### src/rtl/irq_pkg.sv
package irq_pkg;

  typedef enum logic [1:0] {
    SRC_NONE = 2'd0,
    SRC_EXT  = 2'd1,
    SRC_RX   = 2'd2
  } src_e;

  typedef struct packed {
    logic rx_clr_en;
    logic ext_lvl;
  } mode_t;

  localparam logic ADDR_MODE = 1'b0;
  localparam logic ADDR_CLR  = 1'b1;

endpackage

### src/rtl/irq_pin_sync.sv
module irq_pin_sync #(
  parameter int STAGES = 2
) (
  input  logic clk,
  input  logic rst,
  input  logic d,
  output logic q
);
  logic [STAGES-1:0] chain;

  always_ff @(posedge clk) begin
    if (rst) chain[0] <= 1'b0;
    else     chain[0] <= d;
  end

  for (genvar i = 1; i < STAGES; i++) begin : g_stage
    always_ff @(posedge clk) begin
      if (rst) chain[i] <= 1'b0;
      else     chain[i] <= chain[i-1];
    end
  end

  assign q = chain[STAGES-1];
endmodule

### src/rtl/irq_ext_src.sv
module irq_ext_src (
  input  logic clk,
  input  logic rst,
  input  logic pin_s,
  input  logic lvl_mode,
  input  logic lvl_enter,
  input  logic clr_hit,
  output logic flag,
  output logic req
);
  logic pin_d;
  logic set_cond;

  always_ff @(posedge clk) begin
    if (rst) pin_d <= 1'b0;
    else     pin_d <= pin_s;
  end

  // Level mode: set input passes through; edge mode: rising edge only.
  assign set_cond = lvl_mode ? pin_s : (pin_s & ~pin_d);

  always_ff @(posedge clk) begin
    if (rst)            flag <= 1'b0;
    else if (lvl_enter) flag <= 1'b0;
    else if (set_cond)  flag <= 1'b1;
    else if (clr_hit)   flag <= 1'b0;
  end

  assign req = lvl_mode ? pin_s : flag;
endmodule

### src/rtl/irq_rx_src.sv
module irq_rx_src (
  input  logic clk,
  input  logic rst,
  input  logic rx_event,
  input  logic rx_buf_rd,
  input  logic clr_hit,
  input  logic clr_en,
  output logic req
);
  always_ff @(posedge clk) begin
    if (rst)                   req <= 1'b0;
    else if (rx_event)         req <= 1'b1;
    else if (rx_buf_rd)        req <= 1'b0;
    else if (clr_hit && clr_en) req <= 1'b0;
  end
endmodule

### src/rtl/irq_vector_port.sv
module irq_vector_port
  import irq_pkg::*;
#(
  parameter int               VEC_W    = 16,
  parameter logic [VEC_W-1:0] EXT_VEC  = 16'h0028,
  parameter logic [VEC_W-1:0] RX_VEC   = 16'h0030,
  parameter logic [VEC_W-1:0] DFLT_VEC = 16'h0004
) (
  input  logic             clk,
  input  logic             rst,
  input  logic             accept,
  input  logic             vec_rd,
  input  logic             ext_req,
  input  logic             rx_req,
  output logic [VEC_W-1:0] vec_out,
  output logic             vec_valid
);
  src_e             acc_src;
  logic [VEC_W-1:0] vec_sel;

  always_comb begin
    vec_sel = DFLT_VEC;
    case (acc_src)
      SRC_EXT: if (ext_req) vec_sel = EXT_VEC;
      SRC_RX:  if (rx_req)  vec_sel = RX_VEC;
      default: vec_sel = DFLT_VEC;
    endcase
  end

  always_ff @(posedge clk) begin
    if (rst) begin
      acc_src   <= SRC_NONE;
      vec_out   <= '0;
      vec_valid <= 1'b0;
    end else begin
      vec_valid <= vec_rd;
      if (vec_rd) begin
        vec_out <= vec_sel;
        acc_src <= SRC_NONE;
      end
      if (accept) begin
        if (ext_req)     acc_src <= SRC_EXT;
        else if (rx_req) acc_src <= SRC_RX;
        else             acc_src <= SRC_NONE;
      end
    end
  end
endmodule

### src/rtl/irq_front.sv
module irq_front
  import irq_pkg::*;
#(
  parameter int                DATA_W      = 8,
  parameter int                VEC_W       = 16,
  parameter int                SYNC_STAGES = 2,
  parameter logic [DATA_W-1:0] EXT_CODE    = 8'h0A,
  parameter logic [DATA_W-1:0] RX_CODE     = 8'h0B,
  parameter logic [VEC_W-1:0]  EXT_VEC     = 16'h0028,
  parameter logic [VEC_W-1:0]  RX_VEC      = 16'h0030,
  parameter logic [VEC_W-1:0]  DFLT_VEC    = 16'h0004
) (
  input  logic              clk,
  input  logic              rst,
  input  logic              pin_in,
  input  logic              rx_event,
  input  logic              rx_buf_rd,
  input  logic              wr_en,
  input  logic              wr_addr,
  input  logic [DATA_W-1:0] wr_data,
  input  logic              accept,
  input  logic              vec_rd,
  output logic              ext_req,
  output logic              rx_req,
  output logic [VEC_W-1:0]  vec_out,
  output logic              vec_valid
);
  mode_t mode_q;
  logic  ext_lvl, rx_clr_en;
  logic  mode_wr, clr_wr, lvl_enter;
  logic  ext_clr_hit, rx_clr_hit;
  logic  pin_s, ext_flag;

  assign mode_wr     = wr_en && (wr_addr == ADDR_MODE);
  assign clr_wr      = wr_en && (wr_addr == ADDR_CLR);
  assign ext_clr_hit = clr_wr && (wr_data == EXT_CODE);
  assign rx_clr_hit  = clr_wr && (wr_data == RX_CODE);
  assign lvl_enter   = mode_wr && wr_data[0] && !mode_q.ext_lvl;

  always_ff @(posedge clk) begin
    if (rst)          mode_q <= '0;
    else if (mode_wr) mode_q <= mode_t'(wr_data[1:0]);
  end

  assign ext_lvl   = mode_q.ext_lvl;
  assign rx_clr_en = mode_q.rx_clr_en;

  irq_pin_sync #(.STAGES(SYNC_STAGES)) u_sync (
    .clk(clk), .rst(rst), .d(pin_in), .q(pin_s)
  );

  irq_ext_src u_ext (
    .clk(clk), .rst(rst), .pin_s(pin_s), .lvl_mode(ext_lvl),
    .lvl_enter(lvl_enter), .clr_hit(ext_clr_hit),
    .flag(ext_flag), .req(ext_req)
  );

  irq_rx_src u_rx (
    .clk(clk), .rst(rst), .rx_event(rx_event), .rx_buf_rd(rx_buf_rd),
    .clr_hit(rx_clr_hit), .clr_en(rx_clr_en), .req(rx_req)
  );

  irq_vector_port #(
    .VEC_W(VEC_W), .EXT_VEC(EXT_VEC), .RX_VEC(RX_VEC), .DFLT_VEC(DFLT_VEC)
  ) u_vec (
    .clk(clk), .rst(rst), .accept(accept), .vec_rd(vec_rd),
    .ext_req(ext_req), .rx_req(rx_req),
    .vec_out(vec_out), .vec_valid(vec_valid)
  );
endmodule

### config.mk
export PLATFORM = sky130hd
export DESIGN_NAME = irq_front
export DESIGN_NICKNAME = d
export VERILOG_FILES = /design/src/rtl/irq_pkg.sv /design/src/rtl/irq_pin_sync.sv /design/src/rtl/irq_ext_src.sv /design/src/rtl/irq_rx_src.sv /design/src/rtl/irq_vector_port.sv /design/src/rtl/irq_front.sv
export SDC_FILE = /design/constraint.sdc
export NUM_CORES = 1
export LEC_CHECK = 0
export ABC_AREA = 1
export BUFFER_PORTS_ARGS = -buffer_cell sky130_fd_sc_hd__buf_2
export CAP_MARGIN = 20
export CELL_PAD_IN_SITES_DETAIL_PLACEMENT = 0
export CELL_PAD_IN_SITES_GLOBAL_PLACEMENT = 1
export CORE_MARGIN = 2
export CORE_UTILIZATION = 29
export CTS_CLUSTER_DIAMETER = 30
export DETAILED_ROUTE_END_ITERATION = 10
export PLACE_DENSITY = 0.87
export RECOVER_POWER = 100
export SYNTH_ARGS = -nofsm -noshare
export SYNTH_HDL_FRONTEND = slang
export SYNTH_SLANG_ARGS = --single-unit
### constraint.sdc
create_clock -name clk -period 1.4 [get_ports clk]
set_input_delay 0.07 -clock clk [delete_from_list [all_inputs] [get_ports clk]]
set_output_delay 0.07 -clock clk [all_outputs]
set_load 0.01 [all_outputs]
==> flow_metrics.tcl <==
set metrics [dict create \
    status "completed" \
    finalHoldViolCount 0 \
    synthTopCellsByArea "dfxtp_1, buf_4, inv_1, nand2_1, a21oi_1" \
    area_delta_synth_final_pct 15.4 \
    core_mm2 0.00228 \
    ys_async_sr_fraction_pct 0 \
    synth_edf_count 0 \
    p_int_mw 0.558 \
    cts_buffers 3 \
    vias 629 \
    io_buffers 23 \
    grt_pass1_vias 555 \
    cts.htree.levels 1 \
    yosysMostFrequentCell "inv_1" \
    cts_tree "yes" \
    die_width_um 53.6 \
    dp_hpwl_mm 1.00 \
    synth.ff_latch_count 14 \
    cp.arrival_ps 1410 \
    clockBufferDepth 2 \
    start_util_pct 31.4 \
    clockRootBuffer "clkbuf_4" \
    synth_common_cells "inv_1, nand2_1, dfxtp_1" \
    hold_class "in2reg" \
    p_clk_share_pct 28.6 \
    setup_viol 0 \
    fin_cells 154 \
    switching_share_pct 25.7 \
    ant_nets 0 \
    crit_buf_inv 1 \
    power.switching_mw 0.193 \
    drv_cap 0 \
    p_seq_share_pct 56.8 \
    yosysWarnings 0 \
    fin_crit_sh_pct 86.4 \
    slowest_stage "dfxtp_1" \
    via_per_inst 4.08 \
    clk_pin_slew_ps 80 \
    dieArea_mm2 0.00288 \
    nets 147 \
    synth_top_area_share_pct 39.2 \
    final.setup_skew_ps 2.89 \
    required_ps 1600 \
    r2r_end "u_vec.vec_out[5]" \
    ys.flop_type "dfxtp_1" \
    multi_input_area_um2 298 \
    drc 0 \
    crit_type "reg2reg" \
    grt_pass1_wl_mm 2.16 \
    wl_per_cell_um 8.33 \
    cts.sinks 14 \
    yosysTopAreaCell "dfxtp_1" \
    synthesis.area_per_instance_um2 7.07 \
    cp_cell_sequence "inv_1, ha_1, nor2_1, nand3_1, a21oi_1" \
    antenna_cells 0 \
    clock_latency_ps 270 \
    rsz0062_at_grt "no" \
    drive_above_1_share_pct 16.7 \
    num_rows 17 \
    startpoint "u_vec.acc_src[0]" \
    crit_end "u_vec.vec_out[5]" \
    die_height_um 53.6 \
    timing.final.crit_period_ps 1210 \
    seqCellArea_um2 280 \
    power_density_mw_per_mm2 911 \
    routabilityCongestion 0.729 \
    cpPeakStageDelay_ps 370 \
    critPathMaxFanout 3 \
    synthCells 101 \
    reg2reg_depth 5 \
    fmax_mhz 827 \
    num_io_pins 36 \
    vdd_ir_drop_max_mv 0.492 \
    dpl.cell_count 150 \
    wl_mm 1.28 \
    setup-tns-final_ps 0 \
    comb_power_share_pct 14.6 \
    crit_cells 5 \
    syn_area_um2 714 \
    ys_types 17 \
    reg2reg_from "u_vec.acc_src[0]" \
    drtIter0Drc 7 \
    grt_max_degree 12 \
    grt-ovfl-total 0 \
    grtUsageTotal_pct 10.7 \
    drtPass1Iterations 4 \
    antenna_found_initial 0 \
    yosysSeqAreaShare_pct 39.2 \
    critPathLaunchType "flip-flop" \
    critPathTopFamily "flip-flops" \
    maxSlewViolCount 0 \
    cts_resized 0 \
    crit_path_end_kind "flip-flop" \
    rrSetupSlack_ps 190 \
    p_leak_nw 0.410 \
    fillers 250 \
]
per-stage QoR:
stage | util, % | total power [mW] | hold slack, ps | cell area [um2] | setup WS (ps)
floorplan | - | 0.531 | 159 | 756 | 324
global placement | 35.6 | 0.548 | 271 | 811 | 293
detailed placement | 35.6 | 0.550 | 278 | 811 | 251
CTS | 37.1 | 0.772 | 6.22 | 843 | 199
global route | 36.2 | 0.808 | 8.61 | 825 | 82.3
finish | 36.2 | 0.751 | 5.71 | 825 | 191
area by class of cell:
class                      instances  share of cell area (%)
clock buffer                       3                    2.73
inverter                          19                    8.65
multi-input combinational         66                    36.1
sequential                        14                    34.0
tap                               28                    4.25
timing repair buffer              24                    14.3
worst register-to-register path, cell delays in order, from the launching register on:
cell and delay, ps:
dfxtp_1 370, inv_1 60, ha_1 300, nor2_1 150, nand3_1 120, a21oi_1 150
power groups by stage:
stage	registers, mW	clock network (mW)	logic (mW)
after floorplan	0.438	0	0.0929
after global placement	0.436	0	0.112
after detailed placement	0.436	0	0.114
after CTS	0.427	0.228	0.117
after global routing	0.429	0.251	0.127
final	0.427	0.214	0.110
how the worst min path moves through the flow:
stage / start / end / cells after the start
6_report: vec_rd / u_vec.vec_out[4] / 2
5_1_grt: vec_rd / u_vec.vec_out[4] / 2
3_5_place_dp: pin_in / u_sync.chain[0] / 3
2_1_floorplan: vec_rd / u_vec.vec_out[4] / 1
3_3_place_gp: pin_in / u_sync.chain[0] / 3
4_1_cts: vec_rd / u_vec.vec_out[4] / 2
routing by layer:
| metal | track usage [%] | part of all wire (%) |
|---|---|---|
| met1 | 11.9 | 43 |
| met3 | 6.11 | 9.0 |
| met5 | 0 | 0 |
| met2 | 16.9 | 47 |
| met4 | 3.85 | 0.62 |
state kept, by name, indices dropped and copies added (netlist names):
signal	count
u_vec.vec_out	4
u_vec.acc_src	2
ext_lvl	1
rx_clr_en	1
u_ext.flag	1
u_ext.pin_d	1
u_rx.req	1
u_sync.chain	1
u_sync.q	1
u_vec.vec_valid	1
timing repair:
action,CTS,global route
hold buffers,1,0
setup endpoints to repair,0,0
setup buffers,0,0
endpoints found under the hold margin,1,0
logic make-up after synthesis:
| family | Yosys count | share of synthesized area (%) |
|---|---|---|
| AND/OR/NAND/NOR | 36 | 21.5 |
| flip-flops | 14 | 39.2 |
| other | 1 | 0.525 |
| AO/OA/AOI/OAI | 16 | 11.9 |
| adder cells (fa/ha/maj) | 2 | 3.50 |
| buffers and inverters | 32 | 23.3 |
placed cells by master (no fill, tap or decap):
cell type / instances
inv_1: 19
buf_2: 17
nand2_1: 16
dfxtp_1: 14
nor2_1: 12
conb_1: 12
a21oi_1: 10
clkbuf_1: 6
nand3_1: 5
o21ai_0: 5
clkbuf_4: 3
nor3_1: 2
ha_1: 2
nand2_2: 1
a31oi_1: 1
dlygate4sd3_1: 1
Note: power is estimated with default switching activity, not from simulation.
